## config.mk

```make
export PLATFORM = sky130hd
export DESIGN_NAME = bq_dma_fifo
export DESIGN_NICKNAME = d
export VERILOG_FILES = /design/src/rtl/bq_pkg.sv /design/src/rtl/bq_trig.sv /design/src/rtl/bq_store.sv /design/src/rtl/bq_dma_fifo.sv
export SDC_FILE = /design/constraint.sdc
export NUM_CORES = 1
export LEC_CHECK = 0
export BUFFER_PORTS_ARGS = -buffer_cell sky130_fd_sc_hd__buf_2
export CAP_MARGIN = 20
export CORE_ASPECT_RATIO = 0.9
export CORE_UTILIZATION = 60
export CTS_BUF_LIST = sky130_fd_sc_hd__clkbuf_4
export CTS_CLUSTER_SIZE = 16
export DETAILED_ROUTE_END_ITERATION = 10
export GPL_ROUTABILITY_DRIVEN = 0
export PLACE_DENSITY = 0.79
export SLEW_MARGIN = 20
export SYNTH_ARGS = -nofsm -noshare
export SYNTH_HDL_FRONTEND = slang
export SYNTH_SLANG_ARGS = --single-unit
export TNS_END_PERCENT = 50
```

## constraint.sdc

```tcl
create_clock -name clk -period 2 [get_ports clk]
set_input_delay 0.2 -clock clk [delete_from_list [all_inputs] [get_ports clk]]
set_output_delay 0.2 -clock clk [all_outputs]
set_load 0.005 [all_outputs]
```

## src/rtl/bq_pkg.sv

```systemverilog
package bq_pkg;

  typedef enum logic [2:0] {
    TRG_EIGHTH  = 3'd0,
    TRG_QUARTER = 3'd1,
    TRG_HALF    = 3'd2,
    TRG_3QUART  = 3'd3,
    TRG_7EIGHTH = 3'd4
  } trig_code_e;

  // Threshold in entries for a code; unknown codes fall back to one half.
  function automatic int unsigned trig_entries(input logic [2:0] code,
                                               input int unsigned depth);
    case (code)
      TRG_EIGHTH:  return depth / 8;
      TRG_QUARTER: return depth / 4;
      TRG_HALF:    return depth / 2;
      TRG_3QUART:  return (3 * depth) / 4;
      TRG_7EIGHTH: return (7 * depth) / 8;
      default:     return depth / 2;
    endcase
  endfunction

endpackage

```

## src/rtl/bq_trig.sv

```systemverilog
module bq_trig
  import bq_pkg::*;
#(
  parameter int DEPTH = 16,
  parameter int CNT_W = $clog2(DEPTH + 1)
) (
  input  logic             clk,
  input  logic             rst_n,
  input  logic [2:0]       code_i,
  output logic [CNT_W-1:0] thr_o
);

  logic [2:0] code_q;
  logic [2:0] code_d;

  always_comb begin
    code_d = code_i;
  end

  always_ff @(posedge clk or negedge rst_n) begin
    if (!rst_n) code_q <= TRG_HALF;
    else        code_q <= code_d;
  end

  always_comb begin
    thr_o = CNT_W'(trig_entries(code_q, DEPTH));
  end

  // threshold is always a legal, non-trivial level
  p_thr_range_r6: assert property (@(posedge clk) disable iff (!rst_n)
    (thr_o != '0) && (int'(thr_o) < DEPTH));

  // an undefined code lands on the half level
  p_bad_code_half_r6: assert property (@(posedge clk) disable iff (!rst_n)
    (code_i > 3'd4) |=> (int'(thr_o) == DEPTH / 2));

endmodule

```

## src/rtl/bq_store.sv

```systemverilog
module bq_store #(
  parameter int DATA_W = 8,
  parameter int DEPTH  = 16,
  parameter int CNT_W  = $clog2(DEPTH + 1)
) (
  input  logic              clk,
  input  logic              rst_n,
  input  logic              one_deep,
  input  logic              push_i,
  input  logic [DATA_W-1:0] data_i,
  input  logic              pop_i,
  output logic [DATA_W-1:0] data_o,
  output logic [CNT_W-1:0]  level_o,
  output logic              full_o,
  output logic              empty_o,
  output logic              ovr_o
);

  localparam int PTR_W = (DEPTH > 1) ? $clog2(DEPTH) : 1;
  localparam logic [PTR_W-1:0] PTR_LAST = PTR_W'(DEPTH - 1);

  logic [DATA_W-1:0] mem [DEPTH];
  logic [PTR_W-1:0]  wr_q, wr_d, rd_q, rd_d;
  logic [CNT_W-1:0]  cnt_q, cnt_d, cap;
  logic              ovr_q, ovr_d;
  logic              push_ok, pop_ok;

  always_comb begin
    cap     = one_deep ? CNT_W'(1) : CNT_W'(DEPTH);
    full_o  = (cnt_q >= cap);
    empty_o = (cnt_q == '0);
    push_ok = push_i && !full_o;
    pop_ok  = pop_i && !empty_o;
  end

  always_comb begin
    wr_d  = wr_q;
    rd_d  = rd_q;
    cnt_d = cnt_q;
    ovr_d = ovr_q;
    if (push_ok) wr_d = (wr_q == PTR_LAST) ? '0 : wr_q + 1'b1;
    if (pop_ok)  rd_d = (rd_q == PTR_LAST) ? '0 : rd_q + 1'b1;
    if (push_ok && !pop_ok)      cnt_d = cnt_q + 1'b1;
    else if (pop_ok && !push_ok) cnt_d = cnt_q - 1'b1;
    if (push_i && full_o) ovr_d = 1'b1;
  end

  always_ff @(posedge clk or negedge rst_n) begin
    if (!rst_n) begin
      wr_q  <= '0;
      rd_q  <= '0;
      cnt_q <= '0;
      ovr_q <= 1'b0;
    end else begin
      wr_q  <= wr_d;
      rd_q  <= rd_d;
      cnt_q <= cnt_d;
      ovr_q <= ovr_d;
    end
  end

  always_ff @(posedge clk) begin
    if (push_ok) mem[wr_q] <= data_i;
  end

  always_comb begin
    data_o  = mem[rd_q];
    level_o = cnt_q;
    ovr_o   = ovr_q;
  end

  // the count never passes the storage depth
  p_no_overflow_r2: assert property (@(posedge clk) disable iff (!rst_n)
    int'(level_o) <= DEPTH);

  // a lone push into a full queue changes nothing but the flag
  p_full_push_drop_r3: assert property (@(posedge clk) disable iff (!rst_n)
    (full_o && push_i && !pop_i) |=> ($stable(level_o) && ovr_o));

  // overrun is sticky
  p_ovr_sticky_r3: assert property (@(posedge clk) disable iff (!rst_n)
    ovr_o |=> ovr_o);

  // a lone pop on an empty queue keeps it empty
  p_empty_pop_r4: assert property (@(posedge clk) disable iff (!rst_n)
    (empty_o && pop_i && !push_i) |=> (level_o == '0));

  // balanced traffic keeps the level
  p_pushpop_hold_r5: assert property (@(posedge clk) disable iff (!rst_n)
    (push_i && pop_i && !full_o && !empty_o) |=> $stable(level_o));

  // one-byte mode never holds more than one byte once drained
  p_one_deep_cap_r10: assert property (@(posedge clk) disable iff (!rst_n)
    (one_deep && empty_o) |=> (int'(level_o) <= 1));

endmodule

```

## src/rtl/bq_dma_fifo.sv

```systemverilog
module bq_dma_fifo #(
  parameter int DATA_W = 8,
  parameter int DEPTH  = 16,
  parameter bit IS_TX  = 1'b0
) (
  input  logic                       clk,
  input  logic                       rst_n,
  input  logic                       fifo_en,
  input  logic [2:0]                 trig_sel,
  input  logic                       push,
  input  logic [DATA_W-1:0]          push_data,
  input  logic                       pop,
  output logic [DATA_W-1:0]          pop_data,
  output logic [$clog2(DEPTH+1)-1:0] level,
  output logic                       full,
  output logic                       empty,
  output logic                       overrun,
  output logic                       dma_single,
  output logic                       dma_burst,
  output logic                       lvl_irq
);

  localparam int CNT_W = $clog2(DEPTH + 1);

  logic             rst_meta, rst_s_n;
  logic [CNT_W-1:0] thr;
  logic             single_c, fifo_hit;

  // Asynchronous assert, synchronous release
  always_ff @(posedge clk or negedge rst_n) begin
    if (!rst_n) begin
      rst_meta <= 1'b0;
      rst_s_n  <= 1'b0;
    end else begin
      rst_meta <= 1'b1;
      rst_s_n  <= rst_meta;
    end
  end

  bq_trig #(.DEPTH(DEPTH), .CNT_W(CNT_W)) u_trig (
    .clk    (clk),
    .rst_n  (rst_s_n),
    .code_i (trig_sel),
    .thr_o  (thr)
  );

  bq_store #(.DATA_W(DATA_W), .DEPTH(DEPTH), .CNT_W(CNT_W)) u_store (
    .clk      (clk),
    .rst_n    (rst_s_n),
    .one_deep (!fifo_en),
    .push_i   (push),
    .data_i   (push_data),
    .pop_i    (pop),
    .data_o   (pop_data),
    .level_o  (level),
    .full_o   (full),
    .empty_o  (empty),
    .ovr_o    (overrun)
  );

  generate
    if (IS_TX) begin : g_tx
      always_comb begin
        single_c = !full;
        fifo_hit = (level <= thr);
      end
      // a full transmit queue never asks for data
      p_tx_full_quiet_r9: assert property (@(posedge clk) disable iff (!rst_s_n)
        full |-> !dma_single);
    end else begin : g_rx
      always_comb begin
        single_c = !empty;
        fifo_hit = (level >= thr);
      end
      // an empty receive queue never asks for a burst
      p_rx_empty_quiet_r8: assert property (@(posedge clk) disable iff (!rst_s_n)
        empty |-> !dma_burst);
    end
  endgenerate

  always_comb begin
    dma_single = single_c;
    dma_burst  = fifo_en ? fifo_hit : single_c;
    lvl_irq    = dma_burst;
  end

  // a burst request always comes with a single request
  p_burst_has_single_r10: assert property (@(posedge clk) disable iff (!rst_s_n)
    dma_burst |-> dma_single);

endmodule

```

# [Word-level counts from Yosys, hierarchy flattened]
# Memory sizes are Yosys's and may differ from the RTL's.
# Cells that the tools add are included.
[op_classes] add_sub_neg=4 magnitude_cmp=2 eq_ne=5 muxes=9 n_reduce_logical=12
[ops] cell="4-bit case mux with 4 select lines" count=1
[ops] cell="5-bit two-way mux" count=3
[ops] cell="5-bit greater-or-equal comparator" count=2
[ops] cell="4-bit by 1-bit adder with 4-bit output (second input constant)" count=2
[ops] cell="4-bit == test (second input constant)" count=2
[ops] cell="4-bit two-way mux" count=2
[ops] cell="5-bit by 1-bit adder with 5-bit output (second input constant)" count=1
[ops] cell="1-bit logical AND" count=5
[ops] cell="5-bit logical NOT" count=1
[ops] cell="5-bit by 1-bit subtractor with 5-bit output (second input constant)" count=1
[ops] cell="1-bit logical NOT" count=4
[ops] cell="3-bit by 1-bit == test with 1-bit output (second input constant)" count=1
[ops] cell="3-bit by 2-bit == test with 1-bit output (second input constant)" count=1
[ops] cell="3-bit == test (second input constant)" count=1
[ops] cell="3-bit logical NOT" count=1
[ops] cell="1-bit two-way mux" count=3
[ops] cell="2-bit nonzero test" count=1
[totals] reg_bits=19 mem_bits_rw=128 input_bits=16 output_inout_bits=19 wordCells=40 memories=1
[mem_list] name="u_store.mem" words=16 word_bits=8 rd=1 rd_clocked_by_memory_dff=0 write_ports=1 line_no="bq_store.sv:22" rtl="logic [DATA_W-1:0] mem [DEPTH];"

# [Depth between registers and ports, before layout]
[logic_depth] word_depth=8 ltp_mapped=13 mapped_depth_nobuf=12

# [Hierarchy]
# A second synthesis with hierarchy kept.
[hier_totals] hier_cells=353 area_unflattened_um2=6259.8
[modules_own_cells] module="bq_store" n_inst=1 cells_per_inst=320 area_per_inst_um2=5941.9 seq_area_each_um2=4194.0
[modules_own_cells] module="bq_dma_fifo" n_inst=1 cells_per_inst=24 area_per_inst_um2=201.4 seq_area_each_um2=50.0
[modules_own_cells] module="bq_trig" n_inst=1 cells_per_inst=9 area_per_inst_um2=116.4 seq_area_each_um2=76.3

# [Least setup slack after synthesis]
# Ideal clock, no wire load.
[synth_timing] path_kind="reg2reg" startpoint="register u_store.cnt_q[0], in the netlist u_store.level_o[0]" endpoint="register u_store.cnt_q[4], in the netlist u_store.level_o[4]" setup_time_ps=80 t_arrival_ps=2752 required_ps=1920 path_slack_ps=-832 path_stages_with_launch=14 path_buffers=1 cell_sequence="dfrtp_1 -> inv_1 -> ha_1 -> nand2b_1 -> o21ai_4 -> and2_1 -> buf_4 -> ha_1 -> inv_1 -> fa_1 -> a21o_1 -> a21oi_1 -> mux2i_1 -> xnor2_1"
[synth_via] elab_chain_len=6 elab_cells_between_ends=15 cone_classes="add/sub (2); order compare (1); mux (2); reduce/logical (10)"
[synth_lines] element="from (decl)" line_no="bq_store.sv:24" rtl="logic [CNT_W-1:0] cnt_q, cnt_d, cap;"
[synth_lines] element="from (signal assigned)" line_no="bq_store.sv:57" rtl="cnt_q <= cnt_d;"
[synth_lines] element="5-bit greater-or-equal comparator *" line_no="bq_store.sv:30" rtl="full_o = (cnt_q >= cap);"
[synth_lines] element="1-bit logical NOT *" line_no="bq_store.sv:32" rtl="push_ok = push_i && !full_o;"
[synth_lines] element="1-bit logical AND *" line_no="bq_store.sv:32"
[synth_lines] element="named net u_store.push_ok" line_no="bq_store.sv:26" rtl="logic push_ok, pop_ok;"
[synth_lines] element="1-bit logical NOT" line_no="bq_store.sv:44" rtl="else if (pop_ok && !push_ok) cnt_d = cnt_q - 1'b1;"
[synth_lines] element="1-bit logical AND" line_no="bq_store.sv:44"
[synth_lines] element="2-bit nonzero test (no line)"
# The timed path passes the listed nets; every way through them passes the cells marked *. The select of a mux whose other input is x is not followed.
# A chain may end at the register's enable or synchronous reset.

# [Worst setup path after layout]
[layout_timing] startpoint="register u_store.rd_q[0]" endpoint="output pop_data[6]"
[layout_via] elab_chain_len=1
[layout_lines] element="from (decl)" line_no="bq_store.sv:23" rtl="logic [PTR_W-1:0] wr_q, wr_d, rd_q, rd_d;"
[layout_lines] element="from (signal assigned)" line_no="bq_store.sv:56" rtl="rd_q <= rd_d;"
[layout_lines] element="memory 16 x 8 bit"
[layout_lines] element="to (decl)" line_no="bq_dma_fifo.sv:13" rtl="output logic [DATA_W-1:0] pop_data,"
# No other way between the ends.

==> impl_results.rst <==
.. list-table::
   :header-rows: 1

   * - Metric
     - Value
   * - Number of global-route vias before repair
     - approximately 3,900
   * - Relative contribution of the clock network to total power
     - 0.165
   * - Site Rows
     - 34
   * - Number of antenna violations at the first check in global routing
     - 0
   * - Core Box Area
     - 0.00978 mm2
   * - Share of synthesized area occupied by flip-flops and latches
     - 0.707
   * - Data required, critical path
     - 1800 ps
   * - Run status
     - finished, violations left
   * - Main area contributors after synthesis
     - sky130_fd_sc_hd__edfxtp_1 63%, sky130_fd_sc_hd__dfrtp_1 7.4%, sky130_fd_sc_hd__mux4_2 5.9%
   * - Inserted Diodes
     - 0
   * - Post-CTS clock slew at the launch and capture registers of the worst setup and hold paths
     - approximately 140 ps
   * - Pwr per Cell Area
     - between 1000 and 1500 mW/mm2
   * - DP Wirelength
     - 8280 um
   * - Final-layout worst hold slack
     - 63.9 ps
   * - Static Leakage
     - 2.93 nW
   * - Final setup fails
     - 113
   * - Worst voltage drop across the vdd grid
     - 0.927 mV
   * - Start point of the worst min-delay path
     - push_data[7]
   * - Clk Latency, worst-skew pair
     - 520 ps
   * - Number of DRC violations after detailed routing
     - 0
   * - Hold Violations, Final
     - 0
   * - Pins over their slew limit
     - 0
   * - Vias post-DR
     - 3,901
   * - Failing checks
     - negative setup slack
   * - CTS tree
     - built
   * - Synthesized Nets
     - 388
   * - Class of the most critical setup path
     - flop to output pin
   * - Hold crit path type
     - primary input to flop
   * - Clock root buffer
     - sky130_fd_sc_hd__clkbuf_4
   * - Avg WL per Cell
     - 26.1 um
   * - Share of the synthesized area in the top cell type
     - 0.629
   * - Setup clock skew after layout
     - between 20 and 25 ps
   * - Final Routed Wirelength
     - 15,900 um
   * - Area of the mapped netlist
     - 0.00611 mm2
   * - Critical R2R Launch
     - u_store.level_o[0]
   * - Global route total overflow
     - 0
   * - Worst-case clock buffer depth
     - 2
   * - Nets
     - 499
   * - Count of flip-flops with a built-in enable after synthesis
     - 128
   * - Post-placement setup slack
     - -484 ps
   * - Proportion of power drawn by combinational gates
     - 0.498
   * - Number of detailed-routing iterations run before antenna repair
     - 5
   * - Critical Path End Type
     - output pin
   * - Share of final-layout standard cells stronger than drive strength 1
     - 0.466
   * - Critical path origin
     - u_store.rd_q[0]
   * - Proportion of synthesized flip-flops having asynchronous set or reset
     - 0.129
   * - Dominant register cell in the synthesized netlist
     - sky130_fd_sc_hd__edfxtp_1
   * - # IOs
     - 35
   * - Post-route minimum period
     - 2470 ps
   * - Cell type contributing the most total cell area after synthesis
     - sky130_fd_sc_hd__edfxtp_1
   * - Element type at the critical path start
     - flop
   * - Count of H-tree levels built during CTS
     - 4
   * - Synthesis-stage register bit count
     - 147
   * - Drt initial violations
     - 338
   * - Via density per instance
     - 6.43
   * - Count of fill cells added during filler insertion
     - 460
   * - Count of buffers from port buffering
     - 34
   * - Share of the cycle needed by the critical path after routing
     - 1.23
   * - Post-route worst setup slack
     - -469 ps
   * - Overall Global Routing Usage
     - 0.307
   * - Count of clock tree sinks
     - 147
   * - Die Outline Area
     - approximately 0.011 mm2
   * - Switching share of total power
     - 0.372
   * - Area of placed instances
     - 0.00694 mm2
   * - Area growth, synth to finish
     - 32.9%
   * - Internal power
     - roughly 0.007 W
   * - Setup TNS
     - -9010 ps
   * - Sequential group share of total power
     - 0.338
   * - Largest fanout of any net on the critical path
     - 5
   * - Post-Synthesis Cells
     - 357
   * - Mapped Avg Cell Area
     - 17.1 um2
   * - Floorplan die width
     - 108 um
   * - Signal arrival time at the worst endpoint
     - ~2300 ps
   * - FMAX
     - about 410 MHz
   * - Die span in y
     - 97.8 um
   * - Non-Filler Cell Area, Final
     - 0.00812 mm2
   * - Post-route antenna net violation count
     - 0
   * - Unrepaired setup endpoints after global routing
     - yes
   * - Max-cap violations
     - 0
   * - Starting Density
     - 0.625
   * - Worst max-slew margin expressed relative to the limit
     - 0.513
   * - Switching power
     - about 0.0042 W
   * - Total power of the final layout
     - 0.0114 W
   * - Worst Tran Pin Value
     - between 700 and 800 ps
   * - Yosys synthesis warning count
     - 0
   * - Global-route wire length before repair
     - 22,900 um
   * - TritonCTS Buffers
     - 17
   * - Number of distinct library cell variants in the gate-level netlist after synthesis
     - 39
   * - Pin count of the biggest net entering global routing
     - 18
[flip-flops by register name, summed over array words and instances, names as in the netlist]
signal           count
u_store.rd_q         4
u_store.ovr_o        1
u_store.mem        128
u_trig.code_q        3
u_store.level_o      5
rst_meta             1
u_store.wr_q         4
rst_s_n              1
[through the flow]
step / std cells / util
floorplan: 357 / -
detailed placement: 542 / 0.710
global route: 607 / 0.830
finish: 607 / 0.830
CTS: 601 / 0.816
global placement: 542 / 0.710
[synthesized netlist by cell type, types with 2 or more instances]
library cell and count:
sky130_fd_sc_hd__a21oi_1 2, sky130_fd_sc_hd__edfxtp_1 128, sky130_fd_sc_hd__xnor2_1 5, sky130_fd_sc_hd__buf_1 2, sky130_fd_sc_hd__dfrtp_1 18, sky130_fd_sc_hd__nand3_1 7
sky130_fd_sc_hd__a221oi_1 16, sky130_fd_sc_hd__ha_1 14, sky130_fd_sc_hd__nand2b_1 3, sky130_fd_sc_hd__clkbuf_1 6, sky130_fd_sc_hd__nor2_1 10, sky130_fd_sc_hd__and3_1 2
sky130_fd_sc_hd__nor3_1 8, sky130_fd_sc_hd__mux2_2 2, sky130_fd_sc_hd__nand2_1 11, sky130_fd_sc_hd__a31oi_1 2, sky130_fd_sc_hd__mux2i_1 34, sky130_fd_sc_hd__a21o_1 5
sky130_fd_sc_hd__inv_1 9, sky130_fd_sc_hd__nor2b_1 5, sky130_fd_sc_hd__mux4_2 16, sky130_fd_sc_hd__buf_2 5, sky130_fd_sc_hd__buf_4 8, sky130_fd_sc_hd__and2_1 2
sky130_fd_sc_hd__a22oi_1 9, sky130_fd_sc_hd__o21ai_0 15
[critical path, stage by stage (launching register included)]
cell	delay, ps
sky130_fd_sc_hd__dfrtp_2	470
sky130_fd_sc_hd__buf_8	150
sky130_fd_sc_hd__buf_4	150
sky130_fd_sc_hd__clkbuf_16	160
sky130_fd_sc_hd__mux2i_1	250
sky130_fd_sc_hd__a221oi_4	100
sky130_fd_sc_hd__a22oi_1	220
sky130_fd_sc_hd__nand2_1	110
sky130_fd_sc_hd__buf_2	150
[cells by family (layout without fill, tap and decap cells)]
kind of cell	Yosys count	after routing	share of synthesized area
compound gates	55	55	0.0680
xor+xnor	6	6	0.00860
fa+ha+maj	15	15	0.0319
buf+inv	30	154	0.0244
flops	147	147	0.707
mux	52	52	0.118
other cells	1	1	0.000614
simple gates	51	51	0.0414
[power groups by stage]
stage / Combinational [W] / Clock, W / Sequential [W]
floorplan: 0.00246 / 0 / 0.00386
global placement: 0.00368 / 0 / 0.00384
detailed placement: 0.00381 / 0 / 0.00386
CTS: 0.00523 / 0.00185 / 0.00381
global route: 0.00596 / 0.00201 / 0.00387
finish: 0.00567 / 0.00187 / 0.00385
[layer usage]
metal,global-route usage,share of wire,wire length [um]
met5,0,0,0
met3,0.0621,0.088,1390
met1,0.409,0.37,5830
met2,0.506,0.50,7920
met4,0.111,0.045,712
[final cells by class]
type,count,area [um2],area share
Multi-Input combinational cell,180,2170,0.267
Timing Repair Buffer,113,1150,0.141
Clock inverter,15,156,0.0193
Tap cell,126,158,0.0194
Sequential cell,147,4320,0.532
Clock buffer,17,128,0.0157
Inverter,9,36.3,0.00447
[layout by cell type (no fill, tap or decap), types with 7 or more instances in the layout]
| master | count |
|---|---|
| sky130_fd_sc_hd__edfxtp_1 | 128 |
| sky130_fd_sc_hd__buf_2 | 32 |
| sky130_fd_sc_hd__buf_4 | 31 |
| sky130_fd_sc_hd__mux2i_1 | 29 |
| sky130_fd_sc_hd__buf_6 | 21 |
| sky130_fd_sc_hd__clkbuf_4 | 17 |
| sky130_fd_sc_hd__buf_12 | 17 |
| sky130_fd_sc_hd__mux4_2 | 16 |
| sky130_fd_sc_hd__dfrtp_1 | 15 |
| sky130_fd_sc_hd__nand2_1 | 11 |
| sky130_fd_sc_hd__ha_1 | 11 |
| sky130_fd_sc_hd__a221oi_4 | 10 |
| sky130_fd_sc_hd__o21ai_1 | 8 |
| sky130_fd_sc_hd__nor3_4 | 8 |
| sky130_fd_sc_hd__dlygate4sd3_1 | 7 |
[final timing paths]
path | to | slack [ps] | cells past startpoint
max | pop_data[6] | -470 | 8
min | u_store.mem[12][7] | 60 | 1
min in group asynchronous | u_trig.code_q[2] | 310 | 0
min reg2reg | u_trig.code_q[2] | 310 | 0
max reg2reg | u_store.level_o[4] | -460 | 12
max in group asynchronous | u_store.level_o[0] | 1190 | 0
[what timing repair did]
action / in CTS / in global routing
pin swaps: 20 / 22
endpoints found under the setup margin: 118 / 145
hold buffers: 7 / 0
gates cloned: 3 / 2
setup buffers: 17 / 11
hold endpoints to repair: 8 / 0
resized for setup: 95 / 26
No activity file was read; power rests on OpenSTA's default activity.
